## src/rtl/dp_pkg.sv

```systemverilog
package dp_pkg;
  typedef enum logic [2:0] {
    OP_PASS_A = 3'd0,
    OP_PASS_B = 3'd1,
    OP_ADD    = 3'd2,
    OP_SUB    = 3'd3,
    OP_MUL    = 3'd4,
    OP_CMP    = 3'd5
  } alu_op_e;

  typedef enum logic [1:0] {
    SH_NONE = 2'd0,
    SH_LSL  = 2'd1,
    SH_LSR  = 2'd2,
    SH_ASR  = 2'd3
  } shift_e;
endpackage

```

## src/rtl/dp_regfile.sv

```systemverilog
module dp_regfile #(
  parameter int DATA_W = 32,
  parameter int NREGS  = 16,
  localparam int AW    = $clog2(NREGS)
) (
  input  logic              clk,
  input  logic              rst_n,
  input  logic [AW-1:0]     ra_idx,
  input  logic [AW-1:0]     rb_idx,
  output logic [DATA_W-1:0] ra_data,
  output logic [DATA_W-1:0] rb_data,
  input  logic              wr_en,
  input  logic [AW-1:0]     wr_idx,
  input  logic [DATA_W-1:0] wr_data,
  output logic [DATA_W-1:0] last_q
);
  logic [DATA_W-1:0] regs_q [NREGS];

  for (genvar g = 0; g < NREGS; g++) begin : g_reg
    logic              en;
    logic [DATA_W-1:0] d;
    always_comb begin
      en = wr_en && (wr_idx == AW'(g));
      d  = en ? wr_data : regs_q[g];
    end
    always_ff @(posedge clk or negedge rst_n) begin
      if (!rst_n) regs_q[g] <= '0;
      else        regs_q[g] <= d;
    end
  end

  assign ra_data = regs_q[ra_idx];
  assign rb_data = regs_q[rb_idx];
  assign last_q  = regs_q[NREGS-1];
endmodule

```

## src/rtl/dp_alu.sv

```systemverilog
module dp_alu
  import dp_pkg::*;
#(
  parameter int DATA_W = 32
) (
  input  logic [DATA_W-1:0] opa,
  input  logic [DATA_W-1:0] opb,
  input  logic [2:0]        op,
  output logic [DATA_W-1:0] result,
  output logic [3:0]        cmp_flags
);
  logic [DATA_W:0]   diff_ext;
  logic [DATA_W-1:0] diff;
  logic [DATA_W-1:0] prod;

  always_comb begin
    diff_ext = {1'b0, opa} + {1'b0, ~opb} + {{DATA_W{1'b0}}, 1'b1};
    diff     = diff_ext[DATA_W-1:0];
    prod     = opa * opb;
    unique case (op)
      OP_PASS_A: result = opa;
      OP_PASS_B: result = opb;
      OP_ADD:    result = opa + opb;
      OP_SUB:    result = diff;
      OP_MUL:    result = prod;
      OP_CMP:    result = diff;
      default:   result = '0;
    endcase
    cmp_flags = {diff[DATA_W-1],
                 (diff == '0),
                 diff_ext[DATA_W],
                 (opa[DATA_W-1] != opb[DATA_W-1]) && (diff[DATA_W-1] != opa[DATA_W-1])};
  end
endmodule

```

## src/rtl/dp_shifter.sv

```systemverilog
module dp_shifter
  import dp_pkg::*;
#(
  parameter int DATA_W = 32,
  localparam int SW    = $clog2(DATA_W)
) (
  input  logic [DATA_W-1:0] din,
  input  logic [1:0]        mode,
  input  logic [SW-1:0]     amt,
  output logic [DATA_W-1:0] dout
);
  always_comb begin
    unique case (mode)
      SH_LSL:  dout = din << amt;
      SH_LSR:  dout = din >> amt;
      SH_ASR:  dout = DATA_W'($signed(din) >>> amt);
      default: dout = din;
    endcase
  end
endmodule

```

## src/rtl/dp_core.sv

```systemverilog
module dp_core
  import dp_pkg::*;
#(
  parameter int DATA_W = 32,
  parameter int NREGS  = 16,
  localparam int AW    = $clog2(NREGS),
  localparam int SW    = $clog2(DATA_W)
) (
  input  logic              clk,
  input  logic              rst_n,
  input  logic [AW-1:0]     a_idx,
  input  logic [AW-1:0]     b_idx,
  input  logic              buf_a_we,
  input  logic              buf_b_we,
  input  logic              mar_we,
  input  logic              mdr_we,
  input  logic              mdr_src,
  input  logic              alu_a_sel,
  input  logic [2:0]        alu_op,
  input  logic [1:0]        shift_op,
  input  logic [SW-1:0]     shift_amt,
  input  logic [AW-1:0]     dest_idx,
  input  logic              dest_we,
  input  logic [DATA_W-1:0] mem_rdata,
  output logic [DATA_W-1:0] mem_addr,
  output logic [DATA_W-1:0] mem_wdata,
  output logic [DATA_W-1:0] c_bus,
  output logic [DATA_W-1:0] pc,
  output logic [3:0]        flags
);
  // reset: asserted asynchronously, released after two clock edges
  logic [1:0] rst_sync_q;
  logic       rst_sync_n;
  always_ff @(posedge clk or negedge rst_n) begin
    if (!rst_n) rst_sync_q <= 2'b00;
    else        rst_sync_q <= {rst_sync_q[0], 1'b1};
  end
  assign rst_sync_n = rst_sync_q[1];

  logic [DATA_W-1:0] a_bus, b_bus;
  logic [DATA_W-1:0] buf_a_q, buf_a_d, buf_b_q, buf_b_d;
  logic [DATA_W-1:0] mar_q, mar_d, mdr_q, mdr_d;
  logic [3:0]        flags_q, flags_d;
  logic [DATA_W-1:0] alu_opa, alu_res;
  logic [3:0]        alu_flags;
  logic              is_cmp, rf_we;

  assign is_cmp = (alu_op == OP_CMP);
  assign rf_we  = dest_we && !is_cmp;

  dp_regfile #(.DATA_W(DATA_W), .NREGS(NREGS)) u_rf (
    .clk     (clk),
    .rst_n   (rst_sync_n),
    .ra_idx  (a_idx),
    .rb_idx  (b_idx),
    .ra_data (a_bus),
    .rb_data (b_bus),
    .wr_en   (rf_we),
    .wr_idx  (dest_idx),
    .wr_data (c_bus),
    .last_q  (pc)
  );

  assign alu_opa = alu_a_sel ? mdr_q : buf_a_q;

  dp_alu #(.DATA_W(DATA_W)) u_alu (
    .opa       (alu_opa),
    .opb       (buf_b_q),
    .op        (alu_op),
    .result    (alu_res),
    .cmp_flags (alu_flags)
  );

  dp_shifter #(.DATA_W(DATA_W)) u_shf (
    .din  (alu_res),
    .mode (shift_op),
    .amt  (shift_amt),
    .dout (c_bus)
  );

  always_comb begin
    buf_a_d = buf_a_we ? a_bus : buf_a_q;
    buf_b_d = buf_b_we ? b_bus : buf_b_q;
    mar_d   = mar_we   ? b_bus : mar_q;
    mdr_d   = mdr_q;
    if (mdr_we) mdr_d = mdr_src ? mem_rdata : a_bus;
    flags_d = (dest_we && is_cmp) ? alu_flags : flags_q;
  end

  always_ff @(posedge clk or negedge rst_sync_n) begin
    if (!rst_sync_n) begin
      buf_a_q <= '0;
      buf_b_q <= '0;
      mar_q   <= '0;
      mdr_q   <= '0;
      flags_q <= '0;
    end else begin
      buf_a_q <= buf_a_d;
      buf_b_q <= buf_b_d;
      mar_q   <= mar_d;
      mdr_q   <= mdr_d;
      flags_q <= flags_d;
    end
  end

  assign mem_addr  = mar_q;
  assign mem_wdata = mdr_q;
  assign flags     = flags_q;
endmodule

```

## config.mk

```make
export PLATFORM = sky130hd
export DESIGN_NAME = dp_core
export DESIGN_NICKNAME = d
export VERILOG_FILES = /design/src/rtl/dp_pkg.sv /design/src/rtl/dp_regfile.sv /design/src/rtl/dp_alu.sv /design/src/rtl/dp_shifter.sv /design/src/rtl/dp_core.sv
export SDC_FILE = /design/constraint.sdc
export NUM_CORES = 2
export LEC_CHECK = 0
export BUFFER_PORTS_ARGS = -buffer_cell sky130_fd_sc_hd__buf_2
export CAP_MARGIN = 20
export CORE_MARGIN = 2
export CORE_UTILIZATION = 34
export DETAILED_ROUTE_END_ITERATION = 16
export PLACE_DENSITY_LB_ADDON = 0.08
export REMOVE_ABC_BUFFERS = 1
export SYNTH_ARGS = -nofsm -noshare
export SYNTH_HDL_FRONTEND = slang
export SYNTH_SLANG_ARGS = --single-unit
```

## constraint.sdc

```tcl
create_clock -name clk -period 23 [get_ports clk]
set_input_delay 3.45 -clock clk [delete_from_list [all_inputs] [get_ports clk]]
set_output_delay 3.45 -clock clk [all_outputs]
set_load 0.01 [all_outputs]
```

# After elaboration in Yosys (flattened, before gate mapping)
# Cells that the tools add are included.
# Widths: inputs -> output; s select.
word_totals:
  elab_cells: 93
  regBits: 646
  out_inout_bits: 132
  input_bits: 63
classes:
  n_reduce_logical: 24
  n_mul: 1
  n_eq_ne: 25
  n_lt_le_gt_ge: 2
  add_sub_neg: 3
  n_mux: 10
  shifts: 3
  bitwise_logic: 3
ops:
  columns: ["operator", "n"]
  rows:
  - ["$bmux 32 s4", 2]
  - ["$mux 32", 6]
  - ["$pmux 32 s5", 1]
  - ["$pmux 32 s3", 1]
  - ["$add 32x32->33", 1]
  - ["$add 33x1->33 const B", 1]
  - ["$add 32x32->32", 1]
  - ["$eq 4x4->1 const B", 8]
  - ["$logic_not 32->1", 1]
  - ["$mul 32x32->32", 1]
  - ["$not 32->32", 1]
  - ["$shl 32x5->32", 1]
  - ["$shr 32x5->32", 1]
  - ["$sshr 32x5->32", 1]
  - ["$logic_and 1x1->1", 19]
  - ["$eq 4x3->1 const B", 4]
  - ["$ge 5x5->1 const B", 2]
  - ["$not 4->5", 2]
  - ["$eq 4x2->1 const B", 2]
  - ["$eq 3x2->1 const B", 2]
  - ["$eq 3x3->1 const B", 2]
  - ["$eq 2x2->1 const B", 2]
  - ["$eq 4x1->1 const B", 1]
  - ["$logic_not 4->1", 1]
  - ["other kinds (6)", 7]

# Depth between registers and ports, before layout
logic_depth:
  word_depth: 6
  depth_mapped: 40

# Hierarchy
# From an unflattened synthesis, not the netlist that was laid out.
hier_totals:
  hier_cells: 5117
  area_unflattened_um2: 57525.2
by_module_without_submodules:
  columns: ["mod", "cells_each", "instances", "area_per_inst_um2"]
  rows:
  - ["dp_regfile", 1708, 1, 26698.1]
  - ["dp_alu", 2456, 1, 20344.5]
  - ["dp_core", 393, 1, 6028.3]
  - ["dp_shifter", 560, 1, 4454.3]

# Worst setup path before layout
# Ideal clock, no wire load.
synth_timing:
  path_kind: "input to output"
  start: "input port alu_a_sel"
  end: "output port c_bus[18]"
  arrival_time_ns: 12.125
  t_required_ns: 19.550
  stages: 31
  setup_slack_ns: 7.425
  path_cell_list: "buf_6 > buf_8 > buf_8 > mux2i_2 > clkinv_1 > ha_1 > fa_1 > inv_1 > fa_1 > fa_1 > inv_1 > fa_1 > fa_1 > fa_1 > fa_1 > fa_1 > ha_1 > clkbuf_1 > a21o_1 > a21o_1 > a2111oi_0 > nor2_1 > a2111oi_0 > o21a_1 > and4_1 > mux4_2 > mux2i_4 > a32o_1 > o32ai_4 > buf_4 > nand2_1"
synth_via:
  elab_chain_len: 6
  word_cells_on_any_way: 10
  classes_between: "add/sub: 3; mul: 1; shift: 3; mux: 3"
synth_rtl:
  columns: ["element", "line", "source"]
  rows:
  - ["from (decl)", "dp_core.sv:18", "input logic alu_a_sel,"]
  - ["$mux 32 *", "dp_core.sv:64", "assign alu_opa = alu_a_sel ? mdr_q : buf_a_q;"]
  - ["branches (longest 2 deep; another with $mul 32x32->32)", null, null]
  - ["$pmux 32 s5 *", "dp_alu.sv:20", "unique case (op)"]
  - ["$sshr 32x5->32, or another cell as far along", "dp_shifter.sv:16", "SH_ASR: dout = DATA_W'($signed(din) >>> amt);"]
  - ["$pmux 32 s3 *", "dp_shifter.sv:13", "unique case (mode)"]
  - ["to (decl)", "dp_core.sv:27", "output logic [DATA_W-1:0] c_bus,"]
# Every way passes the cells marked *.

# Worst setup path after layout
layout_timing:
  start: "input port alu_a_sel"
  end: "output port c_bus[21]"
# Same word-level chain as after synthesis.

==> results.json <==
{
  "ff_latch_area_um2": 16170,
  "io-pin-count": 195,
  "die_width_um": 417.4,
  "crit_top_cell": "fa_1",
  "cts_buffer_depth": 3,
  "post-route-period-util": 0.8098,
  "crit_path_end_kind": "primary output",
  "cp_max_fo": 32,
  "drv_cap": 0,
  "drc": 0,
  "critPathRequiredTime_ns": 19.55,
  "io_buffers": 194,
  "async_flop_share": 1.000,
  "tightest_slew_ns": 1.200,
  "slew_viol_final": 0,
  "cts_resized": 0,
  "grt_max_degree": 75,
  "syn-cell-area_um2": 58090,
  "start_util": 0.3428,
  "place_ws_ns": 4.468,
  "routed_wl_mm": 249.3,
  "met1_usage": 0.3739,
  "multiInputGateArea_um2": 38240,
  "gr-usage-all-layers": 0.2856,
  "place_congestion": 0.9525,
  "synth_cells": 5953,
  "fin_ws_ns": 4.374,
  "drt_iter0_drc": 4679,
  "vias": 47210,
  "whs_ns": 0.3491,
  "finalSetupTns_ns": 0,
  "grt_util_met2": 0.4851,
  "slowest_stage": "nand3_1",
  "clk_pin_slew_ns": 0.06,
  "ys_warn_count": 0,
  "dp_hpwl_mm": 179.1,
  "grtUsageMet3": 0.03021,
  "crit_arrival_ns": 15.18,
  "num_rows": 151,
  "cts_max_level": 3,
  "postCtsSetupBuffers": 0,
  "synth_cell_type_count": 120,
  "core-area_um2": 169500,
  "max_slew_margin": 0.1898,
  "top_usage_layer": "met2",
  "rsz0062_at_grt": "no",
  "synth_area_per_cell_um2": 9.759,
  "grt_pass1_wl_mm": 360.2,
  "hold_violations": 0,
  "setup_violations": 0,
  "synth_edf_count": 0,
  "routedWlPerCell_um": 30.53,
  "cts_root_buf": "clkbuf_16",
  "clkSinkCount": 646,
  "fin_skew_ns": 0.02709,
  "cpPeakStageDelay_ns": 0.79,
  "dieArea_um2": 174200,
  "cts_hold_buffers": 0,
  "syn_to_final_growth_pct": 9.309,
  "antenna_left": 0,
  "cts_tree": "built",
  "fin_nets": 6557,
  "criticalPathCategory": "input pin to primary output",
  "outcome": "completed",
  "fmax_mhz": 53.69,
  "grt.overflow.total": 0,
  "first_pass_iters": 6,
  "detail_route.vias_per_cell": 5.781,
  "drive_above_1_share": 0.1859,
  "fillers": 17140,
  "die_h_um": 417.4,
  "min_period_ns": 18.63,
  "hold_class": "register to register",
  "yosys_register_bits": 646,
  "cp-start-kind": "input pin",
  "post-route-util": 0.3747,
  "synth_seq_area_share": 0.2783,
  "clkLatencyLatePin_ns": 0.66,
  "grt_antenna_before_repair": 17,
  "numCtsBuffers": 67,
  "grt_pass1_vias": 48280,
  "dominantRegCellSynth": "dfrtp_1"
}
-- flip-flops by register name, indices dropped and copies added (netlist names) --
| register | cells |
|---|---|
| buf_a_q | 32 |
| buf_b_q | 32 |
| flags | 4 |
| mem_addr | 32 |
| mem_wdata | 32 |
| rst_sync_q | 2 |
| u_rf.last_q | 32 |
| u_rf.regs_q | 480 |
-- cell usage after synthesis (all sizes together), types with 27 or more instances --
master	count	area, um^2
mux2i	105	1140
ha	188	2352
clkbuf	323	1212
buf	143	802.0
fa	410	8208
o21a	36	270.3
a31oi	46	294.0
nand2	700	2640
nor3	69	345.3
o31ai	39	302.8
dfrtp	646	16170
mux4	332	7477
o211ai	57	437.9
mux2	197	2308
a211oi	31	245.2
nor4	33	225.2
a21oi	282	1445
inv	479	1798
nand3	61	305.3
o21ai	479	2431
nor2	636	2392
xnor2	88	797.0
nand2b	27	168.9
and2	69	431.7
-- routing by layer --
layer	wire, um	vias up
met3	12920	386
met5	64	-
li1	-	20610
met1	103800	24560
met4	10580	10
met2	122000	1646
-- placed cells by master, fill, tap and decap left out, drive strengths merged, types with 61 or more instances in the layout --
cell | netlist | routed
mux4 | 332 | 332
buf | 143 | 339
o21ai | 479 | 479
nand2 | 700 | 700
clkbuf | 323 | 101
mux2i | 105 | 105
a21oi | 282 | 282
xnor2 | 88 | 88
nor2 | 636 | 636
nand3 | 61 | 61
inv | 479 | 480
dfrtp | 646 | 646
mux2 | 197 | 197
and2 | 69 | 69
nor3 | 69 | 69
fa | 410 | 410
ha | 188 | 188
-- worst paths after layout --
check,start,to,depth (start not counted),slack [ns]
setup / recovery,alu_a_sel,c_bus[21],35,4.37
hold / removal,rst_sync_q[0],rst_sync_q[1],0,0.35
setup reg to reg,buf_b_q[5],u_rf.regs_q[373],29,10.97
hold reg to reg,rst_sync_q[0],rst_sync_q[1],0,0.35
max in group asynchronous,rst_sync_q[1],mem_addr[8],3,19.33
min in group asynchronous,rst_sync_q[1],u_rf.regs_q[270],0,0.44
-- cell families (layout without fill, tap and decap cells) --
group / after synthesis / in the layout / synth area share
simple gates: 1731 / 1731 / 0.1281
compound gates: 1265 / 1265 / 0.1392
buf+inv: 970 / 962 / 0.06724
flops: 646 / 646 / 0.2783
mux: 634 / 634 / 0.1881
fa+ha+maj: 598 / 598 / 0.1818
xor+xnor: 108 / 108 / 0.01736
other cells: 1 / 4 / 0.00006455
-- per-stage QoR --
step / cell area, um^2 / instances
after floorplan: 56080 / 5487
after global placement: 61140 / 8039
after detailed placement: 61200 / 8042
after CTS: 63430 / 8160
after global routing: 63500 / 8165
final: 63500 / 8166
-- critical path, delay by kind of cell --
kind / cells / cell delay [ns]
compound gates: 8 / 2.51
simple gates: 4 / 1.59
fa+ha+maj: 10 / 4.45
mux: 2 / 0.50
buf+inv: 11 / 2.53
-- area by class of cell --
class / instances / area share
Antenna cell: 3 / 0.0001182
Inverter: 504 / 0.02979
Tap cell: 2218 / 0.04370
Clock inverter: 17 / 0.003980
Multi-Input combinational cell: 4337 / 0.6022
Sequential cell: 646 / 0.2546
Clock buffer: 101 / 0.03115
Timing Repair Buffer: 340 / 0.03444
Power is not shown: default switching activity piles up to over one toggle a cycle in this logic, so the estimate is an artifact.
